===== config.mk =====
export PLATFORM = sky130hd
export DESIGN_NAME = wide_divider
export DESIGN_NICKNAME = d
export VERILOG_FILES = /design/src/rtl/wdiv_pkg.sv /design/src/rtl/wdiv_rst_sync.sv /design/src/rtl/wdiv_prep.sv /design/src/rtl/wdiv_step.sv /design/src/rtl/wdiv_post.sv /design/src/rtl/wide_divider.sv
export SDC_FILE = /design/constraint.sdc
export NUM_CORES = 1
export LEC_CHECK = 0
export BUFFER_PORTS_ARGS = -buffer_cell sky130_fd_sc_hd__buf_2
export CAP_MARGIN = 20
export CORE_UTILIZATION = 25
export CTS_CLUSTER_DIAMETER = 120
export DETAILED_ROUTE_END_ITERATION = 7
export GPL_ROUTABILITY_DRIVEN = 0
export PLACE_DENSITY = 0.5
export SLEW_MARGIN = 20
export SYNTH_ARGS = -nofsm -noshare
export SYNTH_HDL_FRONTEND = slang
export SYNTH_SLANG_ARGS = --single-unit

===== constraint.sdc =====
create_clock -name clk -period 7.2 [get_ports clk]
set_input_delay 0 -clock clk [delete_from_list [all_inputs] [get_ports clk]]
set_output_delay 0 -clock clk [all_outputs]
set_load 0.02 [all_outputs]

===== src/rtl/wdiv_pkg.sv =====
package wdiv_pkg;
  typedef enum logic [1:0] {
    ST_IDLE = 2'd0,
    ST_RUN  = 2'd1,
    ST_FIN  = 2'd2
  } wdiv_state_e;
endpackage


===== src/rtl/wdiv_rst_sync.sv =====
module wdiv_rst_sync (
  input  logic clk,
  input  logic rst_n_in,
  output logic rst_n_out
);
  logic meta_q;
  logic sync_q;

  always_ff @(posedge clk or negedge rst_n_in) begin
    if (!rst_n_in) begin
      meta_q <= 1'b0;
      sync_q <= 1'b0;
    end else begin
      meta_q <= 1'b1;
      sync_q <= meta_q;
    end
  end

  assign rst_n_out = sync_q;
endmodule


===== src/rtl/wdiv_prep.sv =====
// Operand conditioning: magnitudes, result signs, zero-divisor detect.
module wdiv_prep #(
  parameter int W = 32
) (
  input  logic [W-1:0]   hi,
  input  logic [W-1:0]   lo,
  input  logic [W-1:0]   dvs,
  input  logic           sgn,
  output logic [2*W-1:0] dvd_mag,
  output logic [W-1:0]   dvs_mag,
  output logic           q_neg,
  output logic           r_neg,
  output logic           dvs_zero
);
  localparam int DW = 2 * W;

  logic [DW-1:0] dvd_raw;
  logic          dvd_neg;
  logic          dvs_neg;

  always_comb begin
    dvd_raw  = {hi, lo};
    dvd_neg  = sgn & hi[W-1];
    dvs_neg  = sgn & dvs[W-1];
    dvd_mag  = dvd_neg ? (~dvd_raw + {{(DW-1){1'b0}}, 1'b1}) : dvd_raw;
    dvs_mag  = dvs_neg ? (~dvs + {{(W-1){1'b0}}, 1'b1}) : dvs;
    q_neg    = dvd_neg ^ dvs_neg;
    r_neg    = dvd_neg;
    dvs_zero = (dvs == '0);
  end
endmodule


===== src/rtl/wdiv_step.sv =====
// One restoring shift-subtract iteration.
module wdiv_step #(
  parameter int W = 32
) (
  input  logic [W-1:0]   rem_in,
  input  logic [2*W-1:0] quo_in,
  input  logic [W-1:0]   dvs,
  output logic [W-1:0]   rem_out,
  output logic [2*W-1:0] quo_out
);
  localparam int DW = 2 * W;

  logic [W:0] shifted;
  logic [W:0] trial;
  logic       fits;

  always_comb begin
    shifted = {rem_in, quo_in[DW-1]};
    trial   = shifted - {1'b0, dvs};
    fits    = (shifted >= {1'b0, dvs});
    rem_out = fits ? trial[W-1:0] : shifted[W-1:0];
    quo_out = {quo_in[DW-2:0], fits};
  end
endmodule


===== src/rtl/wdiv_post.sv =====
// Range check of the full quotient magnitude and sign restoration.
module wdiv_post #(
  parameter int W = 32
) (
  input  logic [2*W-1:0] q_mag,
  input  logic [W-1:0]   r_mag,
  input  logic           q_neg,
  input  logic           r_neg,
  input  logic           sgn,
  output logic [W-1:0]   quo,
  output logic [W-1:0]   rem,
  output logic           ovf
);
  localparam int DW = 2 * W;

  logic upper_any;
  logic low_tail_any;

  always_comb begin
    upper_any    = |q_mag[DW-1:W];
    low_tail_any = |q_mag[W-2:0];
    if (!sgn) begin
      ovf = upper_any;
    end else if (q_neg) begin
      ovf = upper_any | (q_mag[W-1] & low_tail_any);
    end else begin
      ovf = upper_any | q_mag[W-1];
    end
    quo = q_neg ? (~q_mag[W-1:0] + {{(W-1){1'b0}}, 1'b1}) : q_mag[W-1:0];
    rem = r_neg ? (~r_mag + {{(W-1){1'b0}}, 1'b1}) : r_mag;
  end
endmodule


===== src/rtl/wide_divider.sv =====
module wide_divider #(
  parameter int W     = 32,
  parameter int STEPS = 1
) (
  input  logic         clk,
  input  logic         rst_n,
  input  logic         start,
  input  logic         signed_mode,
  input  logic [W-1:0] dvd_hi,
  input  logic [W-1:0] dvd_lo,
  input  logic [W-1:0] divisor,
  output logic [W-1:0] quotient,
  output logic [W-1:0] remainder,
  output logic         fault,
  output logic         done
);
  import wdiv_pkg::*;

  localparam int DW    = 2 * W;
  localparam int ITERS = DW / STEPS;
  localparam int CW    = (ITERS > 1) ? $clog2(ITERS) : 1;

  logic rst_q;

  wdiv_rst_sync u_rst (
    .clk       (clk),
    .rst_n_in  (rst_n),
    .rst_n_out (rst_q)
  );

  // operand conditioning
  logic [DW-1:0] p_mag;
  logic [W-1:0]  p_dvs;
  logic          p_qneg;
  logic          p_rneg;
  logic          p_zero;

  wdiv_prep #(.W(W)) u_prep (
    .hi       (dvd_hi),
    .lo       (dvd_lo),
    .dvs      (divisor),
    .sgn      (signed_mode),
    .dvd_mag  (p_mag),
    .dvs_mag  (p_dvs),
    .q_neg    (p_qneg),
    .r_neg    (p_rneg),
    .dvs_zero (p_zero)
  );

  // control
  wdiv_state_e   state_q;
  wdiv_state_e   state_d;
  logic [CW-1:0] cnt_q;
  logic          accept;
  logic          last;
  logic          load_en;
  logic          step_en;
  logic          fin_en;
  logic          zf_en;
  logic          busy;

  assign accept  = (state_q == ST_IDLE) & start;
  assign load_en = accept & ~p_zero;
  assign zf_en   = accept & p_zero;
  assign step_en = (state_q == ST_RUN);
  assign fin_en  = (state_q == ST_FIN);
  assign last    = (cnt_q == CW'(ITERS - 1));
  assign busy    = (state_q != ST_IDLE);

  always_comb begin
    state_d = state_q;
    case (state_q)
      ST_IDLE: if (load_en) state_d = ST_RUN;
      ST_RUN:  if (last)    state_d = ST_FIN;
      ST_FIN:               state_d = ST_IDLE;
      default:              state_d = ST_IDLE;
    endcase
  end

  always_ff @(posedge clk or negedge rst_q) begin
    if (!rst_q) begin
      state_q <= ST_IDLE;
    end else begin
      state_q <= state_d;
    end
  end

  always_ff @(posedge clk or negedge rst_q) begin
    if (!rst_q) begin
      cnt_q <= '0;
    end else if (load_en) begin
      cnt_q <= '0;
    end else if (step_en) begin
      cnt_q <= cnt_q + {{(CW-1){1'b0}}, 1'b1};
    end
  end

  // iterative datapath
  logic [W-1:0]  rem_q;
  logic [DW-1:0] quo_q;
  logic [W-1:0]  dvs_q;
  logic          qneg_q;
  logic          rneg_q;
  logic          sgn_q;

  logic [W-1:0]  rem_c [STEPS+1];
  logic [DW-1:0] quo_c [STEPS+1];

  assign rem_c[0] = rem_q;
  assign quo_c[0] = quo_q;

  for (genvar g = 0; g < STEPS; g++) begin : g_step
    wdiv_step #(.W(W)) u_step (
      .rem_in  (rem_c[g]),
      .quo_in  (quo_c[g]),
      .dvs     (dvs_q),
      .rem_out (rem_c[g+1]),
      .quo_out (quo_c[g+1])
    );
  end

  always_ff @(posedge clk or negedge rst_q) begin
    if (!rst_q) begin
      rem_q <= '0;
      quo_q <= '0;
    end else if (load_en) begin
      rem_q <= '0;
      quo_q <= p_mag;
    end else if (step_en) begin
      rem_q <= rem_c[STEPS];
      quo_q <= quo_c[STEPS];
    end
  end

  always_ff @(posedge clk or negedge rst_q) begin
    if (!rst_q) begin
      dvs_q  <= '0;
      qneg_q <= 1'b0;
      rneg_q <= 1'b0;
      sgn_q  <= 1'b0;
    end else if (load_en) begin
      dvs_q  <= p_dvs;
      qneg_q <= p_qneg;
      rneg_q <= p_rneg;
      sgn_q  <= signed_mode;
    end
  end

  // result shaping
  logic [W-1:0] f_quo;
  logic [W-1:0] f_rem;
  logic         f_ovf;

  wdiv_post #(.W(W)) u_post (
    .q_mag (quo_q),
    .r_mag (rem_q),
    .q_neg (qneg_q),
    .r_neg (rneg_q),
    .sgn   (sgn_q),
    .quo   (f_quo),
    .rem   (f_rem),
    .ovf   (f_ovf)
  );

  logic         out_en;
  logic         done_d;
  logic         fault_d;
  logic [W-1:0] quo_out_q;
  logic [W-1:0] rem_out_q;
  logic         done_q;
  logic         fault_q;

  assign out_en  = fin_en & ~f_ovf;
  assign done_d  = zf_en | fin_en;
  assign fault_d = zf_en | (fin_en & f_ovf);

  always_ff @(posedge clk or negedge rst_q) begin
    if (!rst_q) begin
      quo_out_q <= '0;
      rem_out_q <= '0;
    end else if (out_en) begin
      quo_out_q <= f_quo;
      rem_out_q <= f_rem;
    end
  end

  always_ff @(posedge clk or negedge rst_q) begin
    if (!rst_q) begin
      done_q  <= 1'b0;
      fault_q <= 1'b0;
    end else begin
      done_q  <= done_d;
      fault_q <= fault_d;
    end
  end

  assign quotient  = quo_out_q;
  assign remainder = rem_out_q;
  assign done      = done_q;
  assign fault     = fault_q;
endmodule


==> flow_summary.ini, run 1 <==
[logic_synthesis]
synth_seq_cells = 207
syn_avg_cell_area_um2 = 8.62
synth_edf_count = 0
syn_inst = 1528
syn_area_um2 = 13200
async_flop_share_pct = 100
ys_seq_area_share_pct = 39.3
dominantRegCellSynth = dfrtp_1
yosysWarnings = 0
synth_nets = 1666
ys_types = 72

[power]
pwr_density_cell_nw_per_um2 = 406
peakVddDrop_v = 0.000166
leakage_nw = 7.02
finalPower_mw = 6.72

[route]
vias = 12000
dr.pass1.iters = 5
ant_nets = 0
wire_per_inst_um = 16.6
drt-total-wl_mm = 40.9
vias_per_cell = 4.86
drc = 0
drt_iter0_markers = 834

[sta]
hold_viol = 0
holdWs_ps = 313
slew_headroom_pct = 29.9
fmax_mhz = 258
rsz0062_at_grt = false
setup_tns_ps = 0
tightest_slew_ps = 1050
setup_violations = 0
timing.final.crit_period_ps = 3870
finalCritPeriodShare_pct = 53.8
slew_violations = 0
setup_ws_ps = 3330
clock_skew_ps = 22.3

[final_layout]
finish.instance_area_um2 = 16600
n_fill_cell = 5428
fin_nets = 1901
drive_gt1_share_pct = 13.3
stdcell_count = 2460
postLayoutCoreUtil_pct = 32.0
syn2layout_area_growth_pct = 25.8

[global_route]
grt_pass1_vias = 11700
antenna_found_initial = 1
grt_usage_pct = 15.1
grt_pass1_wl_mm = 65.3
grt_max_degree = 103
grt_remaining_overflow = 0

[hold_path]
min_path_type = primary input to async pin

[cts]
numCtsBuffers = 23
root_buffer = clkbuf_16
cts_tree = built
cts.sinks = 207
cts_max_path_buffers = 3
cts.clk_slew.worst_paths_ps = 60
cts.htree.levels = 1
worstSkewPairLatency_ps = 540
post_cts_buffers = 0

[critical_path]
critPathRequiredTime_ps = 7620
path_class = primary input to register
worstSetupStartpointType = primary input
crit_arrival_ps = 4290
critPathCaptureType = register
critical_path.max_fanout = 61

[placement]
place_area_um2 = 14600
io_buffers = 165
pre_cts_slack_ps = 3180
hpwl_mm = 29.6
placed_cells = 2298

[flow_run]
drv_cap = 0

[die]
initial_core_util_pct = 25.5
die_h_um = 232
core_area_um2 = 51700
io_pins = 166
dieArea_um2 = 53600
rows = 83
fp.dieW_um = 232

[outcome]
status = finished clean
[synthesized netlist by cell type, types with 17 or more instances]
cell / instances / area share, %
a21o_1: 17 / 0.97
a21oi_1: 77 / 2.9
a221o_1: 20 / 1.5
a22oi_1: 44 / 2.5
buf_2: 20 / 0.76
clkbuf_1: 55 / 1.6
dfrtp_1: 207 / 39
ha_1: 37 / 3.5
inv_1: 55 / 1.6
nand2_1: 182 / 5.2
nand3_1: 33 / 1.3
nor2_1: 99 / 2.8
nor3_1: 25 / 0.95
nor4_1: 17 / 0.81
o21ai_0: 207 / 7.9
o21ai_1: 18 / 0.68
o31ai_1: 38 / 2.2
or3_1: 23 / 1.1
or4_1: 21 / 1.2
xnor2_1: 65 / 4.3
xor2_1: 112 / 7.4
[layout by cell type (no fill, tap or decap), types with 38 or more instances in the layout]
master         instances
o21ai_0              207
dfrtp_1              206
nand2_1              182
buf_2                165
dlygate4sd3_1        119
xor2_1               112
nor2_1                98
a21oi_1               77
xnor2_1               65
inv_1                 55
a22oi_1               44
o31ai_1               38
[area by class of cell]
cell class	count	area, um^2	area share (%)
Clock inverter	11	123	0.740
Timing Repair Buffer	295	2110	12.7
Tap cell	680	851	5.14
Sequential cell	207	5180	31.3
Antenna cell	1	2.50	0.0151
Inverter	56	210	1.27
Clock buffer	30	632	3.81
Multi-Input combinational cell	1180	7450	45.0
[flip-flops by register name, indices dropped and copies added (netlist names)]
| name | flops |
|---|---|
| state_q | 2 |
| rneg_q | 1 |
| fault | 1 |
| quo_q | 64 |
| quotient | 32 |
| u_rst.meta_q | 1 |
| rem_q | 32 |
| u_rst.rst_n_out | 1 |
| done | 1 |
| cnt_q | 6 |
| dvs_q | 32 |
| remainder | 32 |
| sgn_q | 1 |
| qneg_q | 1 |
[what timing repair did]
item / 4_1_cts / 5_1_grt
hold buffers: 119 / 0
gates resized for setup: 0 / 0
hold endpoints to repair: 101 / 0
[worst max-delay path, stage by stage]
cell	delay (ps)
dlygate4sd3_1	560
buf_2	150
inv_1	50
ha_1	150
or3b_2	470
or4_1	520
nor4_1	510
nand3_1	270
nor4_2	340
or4b_4	550
buf_12	310
nor2_1	90
a221o_1	260
[power breakdown]
group	total (mW)	switching (mW)	leakage, nW	internal, mW
Sequential	2.11	0.534	2.63	1.58
Clock	1.20	0.503	0.359	0.693
Combinational	3.41	1.94	4.03	1.47
Total	6.72	2.97	7.02	3.75
[cells by family after synthesis]
| family | count (synthesis) | share of synthesized area, % |
|---|---|---|
| adder cells (fa/ha/maj) | 38 | 3.67 |
| AO/OA/AOI/OAI | 486 | 22.7 |
| XOR/XNOR | 177 | 11.8 |
| buffers and inverters | 141 | 4.41 |
| AND/OR/NAND/NOR | 464 | 17.0 |
| multiplexers | 14 | 1.07 |
| other | 1 | 0.0285 |
| flip-flops | 207 | 39.3 |
[worst paths after layout]
check                                          start                         to  slack [ps]  cells past startpoint
max                                       divisor[1]      quo_q[22]$_DFFE_PN0P_        3330                     13
min                                            rst_n  u_rst.rst_n_out$_DFF_PN0_         310                      3
max reg2reg                     quo_q[0]$_DFFE_PN0P_   remainder[9]$_DFFE_PN0P_        3370                     13
min reg2reg                   u_rst.meta_q$_DFF_PN0_  u_rst.rst_n_out$_DFF_PN0_         360                      0
max in group asynchronous  u_rst.rst_n_out$_DFF_PN0_   quotient[21]$_DFFE_PN0P_        5260                      1
min in group clk                          divisor[0]       dvs_q[0]$_DFFE_PN0P_         320                      4
[routing by layer]
| metal | vias to the layer above | wire [um] | GRT usage (%) |
|---|---|---|---|
| met3 | 74 | 1540 | 1.89 |
| met2 | 248 | 18400 | 23.8 |
| met4 | 0 | 1080 | 5.07 |
| met1 | 5673 | 19900 | 21.2 |
| met5 | - | 0 | 0 |
| li1 | 5965 | - | - |
No activity file was read; power rests on OpenSTA's default activity.
==> run 2: changes to the inputs <==
==> constraint.sdc (replaced) <==
create_clock -name clk -period 4 [get_ports clk]
set_input_delay 0 -clock clk [delete_from_list [all_inputs] [get_ports clk]]
set_output_delay 0 -clock clk [all_outputs]
set_load 0.02 [all_outputs]
==> run 2 against run 1 <==
Effect of this change: worst setup slack worse by 3100 ps; design area is 1.4% higher; clock skew shrank 12 ps; global-route usage decreased by 0.14 points; power grew 84%; die area unchanged; first-iteration DRC count shrank 26%; sequential share of layout area is 0.42 points lower; routed wire length decreased by 1.1%.
==> flow_summary.ini, run 2 (synthesis results as in run 1) <==
[cts]
cts.sinks = 207
numCtsBuffers = 25
cts.clk_slew.worst_paths_ps = 60
cts_tree = built
root_buffer = clkbuf_16
cts.htree.levels = 1
worstSkewPairLatency_ps = 520
cts_max_path_buffers = 3

[hold_path]
min_path_type = register to async pin

[sta]
timing.final.crit_period_ps = 3780
clock_skew_ps = 10.3
slew_violations = 0
tightest_slew_ps = 1030
hold_viol = 0
finalCritPeriodShare_pct = 94.6
setup_tns_ps = 0
slew_headroom_pct = 31.2
rsz0062_at_grt = false
setup_violations = 0
holdWs_ps = 314
fmax_mhz = 264

[global_route]
grtUsageMet2_pct = 23.3
grt_use_met1_pct = 21.1
grt_pass1_wl_mm = 64.7
grt_util_met3_pct = 1.75
grt.busiest_layer = met2
grt_usage_pct = 15.0
antenna_found_initial = 3
grt_max_degree = 129
grt_pass1_vias = 11700
grt_remaining_overflow = 0

[critical_path]
critical_path_buf_inv_count = 6
r2r.worst_path.cells = 12
worstSetupStartpointType = primary input
critical_path.max_fanout = 54
critPathLaunch = divisor[0]
worst-path-stages = 15
rrSetupSlack_ps = 640
worstPathCellList = dlygate4sd3_1, buf_2, inv_1, ha_1, or3b_2, or4_4, nor4_2, buf_4, nand3_1, nor4_4, nor4b_2, buf_4, nor2_1, a31oi_1, dlygate4sd3_1
endpoint = dvs_q[1]$_DFFE_PN0P_
crit_arrival_ps = 4180
crit_path_max_incr_delay_ps = 570
critPathRequiredTime_ps = 4400
cpMaxStageDelayCell = dlygate4sd3_1
r2r_start = quo_q[0]$_DFFE_PN0P_
reg2reg_to = remainder[9]$_DFFE_PN0P_
path_class = primary input to register
path_delay_family = simple AND/OR/NAND/NOR gates
critPathCaptureType = register

[final_layout]
stdcell_count = 2473
max_flop_register = quo_q
multi_input_area_um2 = 7470
register_area_um2 = 5180
syn2layout_area_growth_pct = 27.5
largest_reg_flops = 64
fin_nets = 1912
drive_gt1_share_pct = 14.2
final_common_cell = o21ai_0
n_fill_cell = 5442
most-common-layout-cells = o21ai_0, dfrtp_1, nand2_1

[placement]
io_buffers = 165
hpwl_mm = 30.3
placed_cells = 2310

[power]
peakVddDrop_v = 0.000321
leakage_nw = 7.14
pwr_density_cell_nw_per_um2 = 735

[route]
dr.pass1.iters = 5
drt-total-wl_mm = 40.4
drc = 0
vias = 12000
vias_per_cell = 4.85
drt_iter0_markers = 616
wire_per_inst_um = 16.4
ant_nets = 0

[die]
initial_core_util_pct = 25.5
dieArea_um2 = 53600
die_h_um = 232
core_area_um2 = 51700
fp.dieW_um = 232
io_pins = 166
rows = 83

[outcome]
status = finished clean

[flow_run]
drv_cap = 0
[run 2: final cells by class]
type	count	share of cell area [%]
timing repair buffer	304	13.3
multi-input combinational	1180	44.5
tap	680	5.07
clock buffer	32	4.12
sequential	207	30.9
antenna	3	0.0447
inverter	56	1.25
clock inverter	11	0.842
[run 2: worst min-delay path by stage]
stage                                end
2_1_floorplan     u_rst.meta_q$_DFF_PN0_
3_3_place_gp      u_rst.meta_q$_DFF_PN0_
3_5_place_dp      u_rst.meta_q$_DFF_PN0_
4_1_cts        u_rst.rst_n_out$_DFF_PN0_
5_1_grt        u_rst.rst_n_out$_DFF_PN0_
6_report            dvs_q[6]$_DFFE_PN0P_
[run 2: where the power goes]
| part | internal (mW) | switching [mW] |
|---|---|---|
| Sequential | 2.85 | 0.901 |
| Combinational | 2.72 | 3.57 |
| Clock | 1.41 | 0.891 |
| Total | 6.98 | 5.36 |
[run 2: layer usage]
layer / wire (um) / up-vias
met2: 17800 / 252
met4: 1290 / 0
met3: 1480 / 72
met5: 0 / -
li1: - / 5998
met1: 19800 / 5672
[run 2: timing repair]
action                                  CTS  global route
endpoints found under the setup margin    0             2
gates resized for setup                   0             3
hold buffers                            116             0
endpoints found under the hold margin   102             0
setup buffers                             0             1
[run 2: metrics by stage]
step                utilization (%)  cell area (um^2)  total power, mW  setup slack (ps)
floorplan                         -             13200             8.24               592
global placement               28.5             14800             9.87               487
detailed placement             28.5             14800             9.94               431
CTS                            32.4             16800             12.4               192
global route                   32.5             16800             13.5              77.1
finish                         32.5             16800             12.3               216
